File: src/rtl/adapterPkg.sv
package adapterPkg;

  localparam int BAR_HIT_W = 8;

  typedef struct packed {
    logic       inPkt;
    logic       holdValid;
    logic       sopPend;
    logic [2:0] bar;
  } packState_t;

  typedef struct packed {
    packState_t nxt;
    logic       emit;
    logic       combine;
    logic       loadHold;
    logic       sop;
    logic       eop;
    logic [2:0] empty;
    logic [2:0] bar;
  } halfStep_t;

  typedef struct packed {
    logic push;
    logic pop;
    logic outUpper;
    logic outCombine;
    logic combineLow;
    logic holdLoad;
    logic holdUpper;
  } dpStrobe_t;

  // One-hot window hit to binary code; bit 7 or nothing set gives 6.
  function automatic logic [2:0] barToCode(logic [BAR_HIT_W-1:0] hit);
    logic [2:0] code;
    code = 3'd6;
    if (!hit[7]) begin
      if (hit[6]) code = 3'd7;
      for (int i = 5; i >= 0; i--) begin
        if (hit[i]) code = 3'(i);
      end
    end
    return code;
  endfunction

  // Advance the packer by one 128-bit half.
  function automatic halfStep_t stepHalf(packState_t cur, logic sop, logic eop,
                                         logic emptyQw, logic [2:0] newBar);
    halfStep_t r;
    logic active;
    logic hv;
    r       = '0;
    r.nxt   = cur;
    active  = sop | cur.inPkt;
    hv      = cur.holdValid & ~sop;
    if (sop) begin
      r.nxt.bar     = newBar;
      r.nxt.sopPend = 1'b1;
    end
    r.emit     = active & (hv | eop);
    r.combine  = active & hv;
    r.loadHold = active & ~hv & ~eop;
    r.sop      = r.nxt.sopPend;
    r.eop      = active & eop;
    r.bar      = r.nxt.bar;
    if (active & eop) r.empty = {1'b0, emptyQw, 1'b0} + (hv ? 3'd0 : 3'd4);
    if (active) begin
      r.nxt.holdValid = r.loadHold;
      r.nxt.inPkt     = ~eop;
      if (r.emit) r.nxt.sopPend = 1'b0;
    end
    return r;
  endfunction

endpackage

File: src/rtl/adapterDatapath.sv
module adapterDatapath
  import adapterPkg::*;
#(
  parameter int DATA_W = 256,
  parameter int DEPTH  = 4
) (
  input  logic                 clk,
  input  logic                 rst,
  input  dpStrobe_t            stb,
  input  logic [DATA_W-1:0]    inData,
  input  logic [1:0]           inSop,
  input  logic [1:0]           inEop,
  input  logic [1:0]           inEmpty,
  input  logic [BAR_HIT_W-1:0] inBar,
  output logic [1:0]           headSop,
  output logic [1:0]           headEop,
  output logic                 headEmptyQw,
  output logic [2:0]           headBar,
  output logic [DATA_W-1:0]    outData
);

  localparam int HALF_W = DATA_W / 2;
  localparam int PTR_W  = (DEPTH > 1) ? $clog2(DEPTH) : 1;

  logic [DATA_W-1:0] memData  [DEPTH];
  logic [1:0]        memSop   [DEPTH];
  logic [1:0]        memEop   [DEPTH];
  logic              memEmpty [DEPTH];
  logic [2:0]        memBar   [DEPTH];

  logic [PTR_W-1:0]  wrPtr;
  logic [PTR_W-1:0]  rdPtr;
  logic [HALF_W-1:0] holdReg;
  logic [DATA_W-1:0] headData;
  logic [HALF_W-1:0] pickHalf;
  logic [HALF_W-1:0] lowPart;

  function automatic logic [PTR_W-1:0] bump(logic [PTR_W-1:0] p);
    return (int'(p) == DEPTH - 1) ? '0 : p + 1'b1;
  endfunction

  always_ff @(posedge clk) begin
    if (rst) begin
      wrPtr <= '0;
      rdPtr <= '0;
    end else begin
      if (stb.push) wrPtr <= bump(wrPtr);
      if (stb.pop)  rdPtr <= bump(rdPtr);
    end
  end

  always_ff @(posedge clk) begin
    if (stb.push) begin
      memData[wrPtr]  <= inData;
      memSop[wrPtr]   <= inSop;
      memEop[wrPtr]   <= inEop;
      memEmpty[wrPtr] <= |inEmpty;
      memBar[wrPtr]   <= barToCode(inBar);
    end
  end

  assign headData    = memData[rdPtr];
  assign headSop     = memSop[rdPtr];
  assign headEop     = memEop[rdPtr];
  assign headEmptyQw = memEmpty[rdPtr];
  assign headBar     = memBar[rdPtr];

  always_ff @(posedge clk) begin
    if (rst) begin
      holdReg <= '0;
    end else if (stb.holdLoad) begin
      holdReg <= stb.holdUpper ? headData[DATA_W-1:HALF_W] : headData[HALF_W-1:0];
    end
  end

  always_comb begin
    pickHalf = stb.outUpper ? headData[DATA_W-1:HALF_W] : headData[HALF_W-1:0];
    lowPart  = stb.combineLow ? headData[HALF_W-1:0] : holdReg;
    outData  = stb.outCombine ? {pickHalf, lowPart} : {{HALF_W{1'b0}}, pickHalf};
  end

endmodule

File: src/rtl/adapterControl.sv
module adapterControl
  import adapterPkg::*;
#(
  parameter int DEPTH   = 4,
  parameter int LATENCY = 2
) (
  input  logic       clk,
  input  logic       rst,
  input  logic       inValid,
  output logic       inReady,
  output logic       outValid,
  input  logic       outReady,
  output logic       outSop,
  output logic       outEop,
  output logic [2:0] outEmpty,
  output logic [2:0] outBar,
  input  logic [1:0] headSop,
  input  logic [1:0] headEop,
  input  logic       headEmptyQw,
  input  logic [2:0] headBar,
  output dpStrobe_t  stb
);

  localparam int CNT_W       = $clog2(DEPTH + 1);
  localparam int READY_LIMIT = DEPTH - 1 - LATENCY;

  logic [CNT_W-1:0] count;
  logic             phase;
  packState_t       curState;
  packState_t       midState;
  halfStep_t        lowStep;
  halfStep_t        upStep;
  halfStep_t        pick;
  logic             headValid;
  logic             lowEmptyQw;
  logic             emitLow;
  logic             emitUp;
  logic             twoOut;
  logic             fire;
  logic             advance;

  assign headValid  = (count != '0);
  assign inReady    = (count <= CNT_W'(READY_LIMIT));
  assign lowEmptyQw = headEop[0] & ~headEop[1] & headEmptyQw;

  always_comb begin
    lowStep  = stepHalf(curState, headSop[0], headEop[0], lowEmptyQw, headBar);
    midState = phase ? curState : lowStep.nxt;
    upStep   = stepHalf(midState, headSop[1], headEop[1], headEmptyQw, headBar);

    emitLow  = headValid & ~phase & lowStep.emit;
    emitUp   = headValid & upStep.emit;
    twoOut   = emitLow & emitUp;
    pick     = emitLow ? lowStep : upStep;

    outValid = emitLow | emitUp;
    outSop   = pick.sop;
    outEop   = pick.eop;
    outEmpty = pick.empty;
    outBar   = pick.bar;

    fire     = outValid & outReady;
    advance  = headValid & (~outValid | fire);

    stb.push       = inValid;
    stb.pop        = advance & ~twoOut;
    stb.outUpper   = ~emitLow;
    stb.outCombine = pick.combine;
    stb.combineLow = ~emitLow & ~phase & lowStep.loadHold;
    stb.holdLoad   = stb.pop & (upStep.loadHold | (~phase & lowStep.loadHold));
    stb.holdUpper  = upStep.loadHold;
  end

  always_ff @(posedge clk) begin
    if (rst) begin
      count    <= '0;
      phase    <= 1'b0;
      curState <= '0;
    end else begin
      count <= count + CNT_W'(stb.push) - CNT_W'(stb.pop);
      if (advance) begin
        phase    <= twoOut;
        curState <= twoOut ? lowStep.nxt : upStep.nxt;
      end
    end
  end

endmodule

File: src/rtl/adapterTop.sv
module adapterTop
  import adapterPkg::*;
#(
  parameter int DATA_W  = 256,
  parameter int DEPTH   = 4,
  parameter int LATENCY = 2
) (
  input  logic                 clk,
  input  logic                 rst,
  input  logic                 inValid,
  output logic                 inReady,
  input  logic [DATA_W-1:0]    inData,
  input  logic [1:0]           inSop,
  input  logic [1:0]           inEop,
  input  logic [1:0]           inEmpty,
  input  logic [BAR_HIT_W-1:0] inBar,
  output logic                 outValid,
  input  logic                 outReady,
  output logic [DATA_W-1:0]    outData,
  output logic                 outSop,
  output logic                 outEop,
  output logic [2:0]           outEmpty,
  output logic [2:0]           outBar
);

  dpStrobe_t  stb;
  logic [1:0] headSop;
  logic [1:0] headEop;
  logic       headEmptyQw;
  logic [2:0] headBar;

  adapterControl #(.DEPTH(DEPTH), .LATENCY(LATENCY)) uCtrl (
    .clk(clk), .rst(rst), .inValid(inValid), .inReady(inReady),
    .outValid(outValid), .outReady(outReady), .outSop(outSop), .outEop(outEop),
    .outEmpty(outEmpty), .outBar(outBar), .headSop(headSop), .headEop(headEop),
    .headEmptyQw(headEmptyQw), .headBar(headBar), .stb(stb)
  );

  adapterDatapath #(.DATA_W(DATA_W), .DEPTH(DEPTH)) uData (
    .clk(clk), .rst(rst), .stb(stb), .inData(inData), .inSop(inSop),
    .inEop(inEop), .inEmpty(inEmpty), .inBar(inBar), .headSop(headSop),
    .headEop(headEop), .headEmptyQw(headEmptyQw), .headBar(headBar),
    .outData(outData)
  );

endmodule

File: config.mk
export PLATFORM = sky130hd
export DESIGN_NAME = adapterTop
export DESIGN_NICKNAME = d
export VERILOG_FILES = /design/src/rtl/adapterPkg.sv /design/src/rtl/adapterDatapath.sv /design/src/rtl/adapterControl.sv /design/src/rtl/adapterTop.sv
export SDC_FILE = /design/constraint.sdc
export NUM_CORES = 2
export LEC_CHECK = 0
export CORE_ASPECT_RATIO = 2
export CORE_UTILIZATION = 53
export CTS_BUF_LIST = sky130_fd_sc_hd__clkbuf_16
export CTS_CLUSTER_DIAMETER = 150
export DETAILED_ROUTE_END_ITERATION = 12
export DONT_BUFFER_PORTS = 1
export PLACE_DENSITY = 0.68
export SYNTH_ARGS = -nofsm -noshare
export SYNTH_HDL_FRONTEND = slang
export SYNTH_SLANG_ARGS = --single-unit
File: constraint.sdc
create_clock -name clk -period 19.9 [get_ports clk]
set_input_delay 0.995 -clock clk [delete_from_list [all_inputs] [get_ports clk]]
set_output_delay 0.995 -clock clk [all_outputs]
set_load 0.02 [all_outputs]
# == Word level (Yosys, flattened, before mapping) ==
# Memory sizes are Yosys's and may differ from the RTL's. A register that Yosys moved wholly into a read port is not among the register bits.
# Cells that the tools add are included.
# classes
add_sub_neg,6
mul,0
n_div,0
n_lt_le_gt_ge,1
n_eq_ne,2
shifts,0
n_mux,40
bitwise,42
n_reduce_logical,2
# ops
op,n
128-bit 2-to-1 mux,3
256-bit 2-to-1 mux,1
3-bit 2-to-1 mux,12
2-bit 2-to-1 mux,14
1-bit AND,25
6-bit 2-to-1 mux,2
10-bit 2-to-1 mux,1
1-bit inverter,10
4-bit 2-to-1 mux,2
1-bit OR,7
2-bit by 3-bit adder with 3-bit output,2
1-bit 2-to-1 mux,5
2-bit by 1-bit adder with 2-bit output (second input constant),2
2-bit by 1-bit equality test with 1-bit output (second input constant),2
3-bit by 1-bit adder with 3-bit output,1
3-bit by 1-bit <= comparator with 1-bit output (second input constant),1
3-bit nonzero test,1
3-bit by 1-bit subtractor with 3-bit output,1
2-bit OR reduction,1
# totals
regBits,142
latchBits,0
ramBits,1056
mem_bits_ro,0
in_bits,274
out_inout_bits,266
word_cells,107
memories,5
# memory_table
name,words,width,read_ports,rd_ports_with_merged_regs,write_ports,line_no,rtl
uData.memData,4,256,1,1,1,adapterDatapath.sv:25,logic [DATA_W-1:0] memData [DEPTH];
uData.memBar,4,3,1,1,1,adapterDatapath.sv:29,logic [2:0] memBar [DEPTH];
uData.memEop,4,2,1,1,1,adapterDatapath.sv:27,logic [1:0] memEop [DEPTH];
uData.memSop,4,2,1,1,1,adapterDatapath.sv:26,logic [1:0] memSop [DEPTH];
uData.memEmpty,4,1,1,1,1,adapterDatapath.sv:28,logic memEmpty [DEPTH];

# == Depth between registers and ports, before layout ==
# logic_depth
word_depth,18
ltp_mapped,15

# == Hierarchy ==
# Synthesis repeated with hierarchy kept, for this count alone.
# unflattened
cells_unflattened,3272
area_unflattened_um2,55424.4
# by_module_without_submodules
mod,instances,cells_per_inst,area_per_inst_um2,seq_area_each_um2
adapterDatapath,1,3159,54427.2,34393.0
adapterControl,1,113,997.2,200.2

# == Worst setup path before layout ==
# OpenSTA, ideal clock, no wires.
# synth_path
kind,input port to flip-flop
from,input port inValid
to,memory uData.memBar[0][0] (enable)
arrival_ps,6959
required_time_ps,19243
path_slack_ps,12284
path_stages,1
cell_sequence,and2_1
# synth_between
elab_chain_len,2
# synth_lines
item,line_no,rtl
start: declaration,adapterTop.sv:10,"input logic inValid,"
1-bit 2-to-1 mux,adapterDatapath.sv:53,if (stb.push) begin
1-bit 2-to-1 mux (implied by the code),adapterDatapath.sv:58,memBar[wrPtr] <= barToCode(inBar);
end: declaration,adapterDatapath.sv:29,
# No other way between the ends.

==> impl_metrics.ini <==
[floorplanning]
die_h_um = 434
die_x_um = 218
coreArea_um2 = 92500
die_area_um2 = 94700
fp-row-count = 158
io_pins = 540
start_util_pct = 53.5

[yosys]
ys_ff_latch = 1200
synth_nets = 3264
syn_area_um2 = 49500
yosysTopAreaCell = edfxtp_1
async_flop_share_pct = 0
synth_edf_count = 1056
avgSynthCellArea_um2 = 16.6
seq_area_frac_synth_pct = 69.9
postSynthCellCount = 2981
synth_top_area_share_pct = 64.1
synth_area_leaders = edfxtp_1 (64%), mux4_2 (12%), dfxtp_1 (5.8%)
synth_ff_type = edfxtp_1
synth.distinct_cells = 47
yosys_warnings = 0

[route]
finalWirelength_mm = 118
drt-vias-per-instance = 6.33
drt-initial-drc-count = 1940
antenna_left = 0
dr.pass1.iters = 8
vias = 26600
drc_errors = 0
wl_per_cell_um = 28.1

[clock_network]
cts_root_buffer = clkbuf_16
clk_pin_slew_ps = 70
numCtsBuffers = 101
htreeDepth = 3
cts_hold_buffers = 0
post_cts_resized = 0
worst_skew_pair.late_latency_ps = 700
cts_tree = yes
clock_path_buffers = 3
post-cts-setup-buffer-count = 0
cts_sinks = 1200

[worst_setup_path]
r2r_cells = 10
criticalPathCategory = reg2out
rr_endpoint = uData.holdReg[26]
crit_arrival_ps = 5720
rrSetupSlack_ps = 13910
required_ps = 18910
cp_cell_sequence = mux4_2 -> a21oi_1 -> or2_2 -> a21oi_1 -> a21oi_4 -> buf_4 -> buf_4 -> nor2_1 -> a31oi_1
slowest_delay_ps = 910
cp-end-kind = output port
crit_fanout = 111
crit_path_top_delay_cell = dfxtp_4
critical_path.startpoint_type = register

[flow_run]
drv_cap = 0

[cells_and_area]
final_nets = 3200
seqCellArea_um2 = 34600
layout_common_cells = edfxtp_1 (1056), nor2_1 (279), nand2_1 (266)
multi_input_area_um2 = 14000
area_growth_syn_to_layout_pct = 8.78
layout_commonest_cell = edfxtp_1
layout-drive-gt1-share_pct = 20.3
fillers = 6897

[sta]
finalClockSkew_ps = 17.8
post-route-period-util_pct = 33.7
finalHoldViolCount = 0
fin_crit_ps = 6710
finalSetupViolCount = 0
relSlewSlack_pct = 14.1
tns_ps = 0
fmax_mhz = 149
grt_setup_unrepaired = no
drv_slew = 0
worst_slew_pin_slew_ps = 1290

[min_path]
min_path_type = in2reg
hp-start = rst
min_path_cells = 1
whs_endpoint = uData.holdReg[21]

[global_routing]
grt_pass1_wl_mm = 174
antenna_found_initial = 4
grt-ovfl-total = 0
track_usage_pct = 25.1
grt_start_max_net_pins = 145
grt_pass1_vias = 27500

[power_and_ir_drop]
cellLeakagePower_uw = 0.0178
power_density_nw_per_um2 = 149
ir_worst_vdd_mv = 0.118
p_total_uw = 8050

[placement]
gp_congestion = 0.815
portBuffers = 0
dp_hpwl_mm = 72.7

[run_status]
outcome = completed
final cells by class:
class | count | area share, %
Antenna cell | 1 | 0.00465
Clock inverter | 88 | 1.51
Inverter | 13 | 0.0907
Sequential cell | 1200 | 64.3
Timing Repair Buffer | 41 | 0.618
Multi-Input combinational cell | 1560 | 26.0
Clock buffer | 102 | 4.74
Tap cell | 1200 | 2.79
metrics by stage:
step	worst slack, ps	area [µm²]	hold WS [ps]	utilization (%)	std cells
after floorplan	12280	49500	462	-	2981
after global placement	13910	50500	469	54.5	4014
after detailed placement	13770	50500	488	54.5	4014
after CTS	13070	53800	317	58.2	4204
after global routing	12700	53800	321	58.2	4205
final	13190	53800	363	58.2	4205
state kept, by name (all words and copies together), names as in the netlist, named ones only:
name,count
uData.memBar,12
uData.holdReg,128
uData.wrPtr,2
uCtrl.curState,6
uData.memEmpty,4
uData.memEop,8
uData.memSop,8
uCtrl.count,3
uCtrl.phase,1
uData.memData,1024
uData.rdPtr,2
Yosys cell counts (all sizes together) (2+ instances only):
cell type,count
mux2i,132
a31oi,128
o22a,2
nand3,5
nor4,3
nor2b,2
mux4,263
clkbuf,154
nor2,281
a21oi,149
dfxtp,144
nand2,267
or2,3
mux2,132
or3,2
a31o,4
nand2b,3
a21o,5
a211oi,129
ha,8
inv,13
and2,6
o21a,3
edfxtp,1056
buf,54
o32ai,3
a221o,2
o21ai,11
nor3,3
kinds of logic (layout without fill, tap and decap cells):
family                     after synthesis  in the layout  share of synthesized area [%]
buffers and inverters                  221            244                           1.96
other                                    1              2                        0.00758
xor gates and xnor gates                 1              1                         0.0177
AOI/OAI and AO/OA                      446            446                           5.73
adders and majority gates                9              9                          0.243
and+or+nand+nor                        576            576                           4.49
muxes                                  527            527                           17.6
DFF                                   1200           1200                           69.9
worst max path at each step:
stage                              end  startpoint  slack [ps]  cells after the start
detailed placement   uData.holdReg[26]    register       13770                     10
global route               outData[42]    register       12700                      9
CTS                        outData[42]    register       13070                      9
floorplan           uData.memBar[0][0]     inValid       12280                      1
global placement     uData.holdReg[10]    register       13910                     10
finish                     outData[42]    register       13190                      9
worst max-delay path, delay by kind of cell, from the launching register on:
family / cells / cell delay (ps)
buffers and inverters: 2 / 1580
AOI/OAI and AO/OA: 4 / 1370
DFF: 1 / 910
muxes: 1 / 710
and+or+nand+nor: 2 / 300
routing by layer:
metal | wire length (µm) | GRT usage [%]
met1 | 42900 | 29.2
met2 | 59100 | 42.1
met3 | 13400 | 9.95
met4 | 2960 | 7.91
met5 | 0 | 0
power breakdown:
group / switching [µW] / internal [µW]
Clock: 890 / 1120
Sequential: 100 / 2930
Combinational: 2000 / 1000
Total: 2990 / 5050
(Power assumes the default switching activity.)
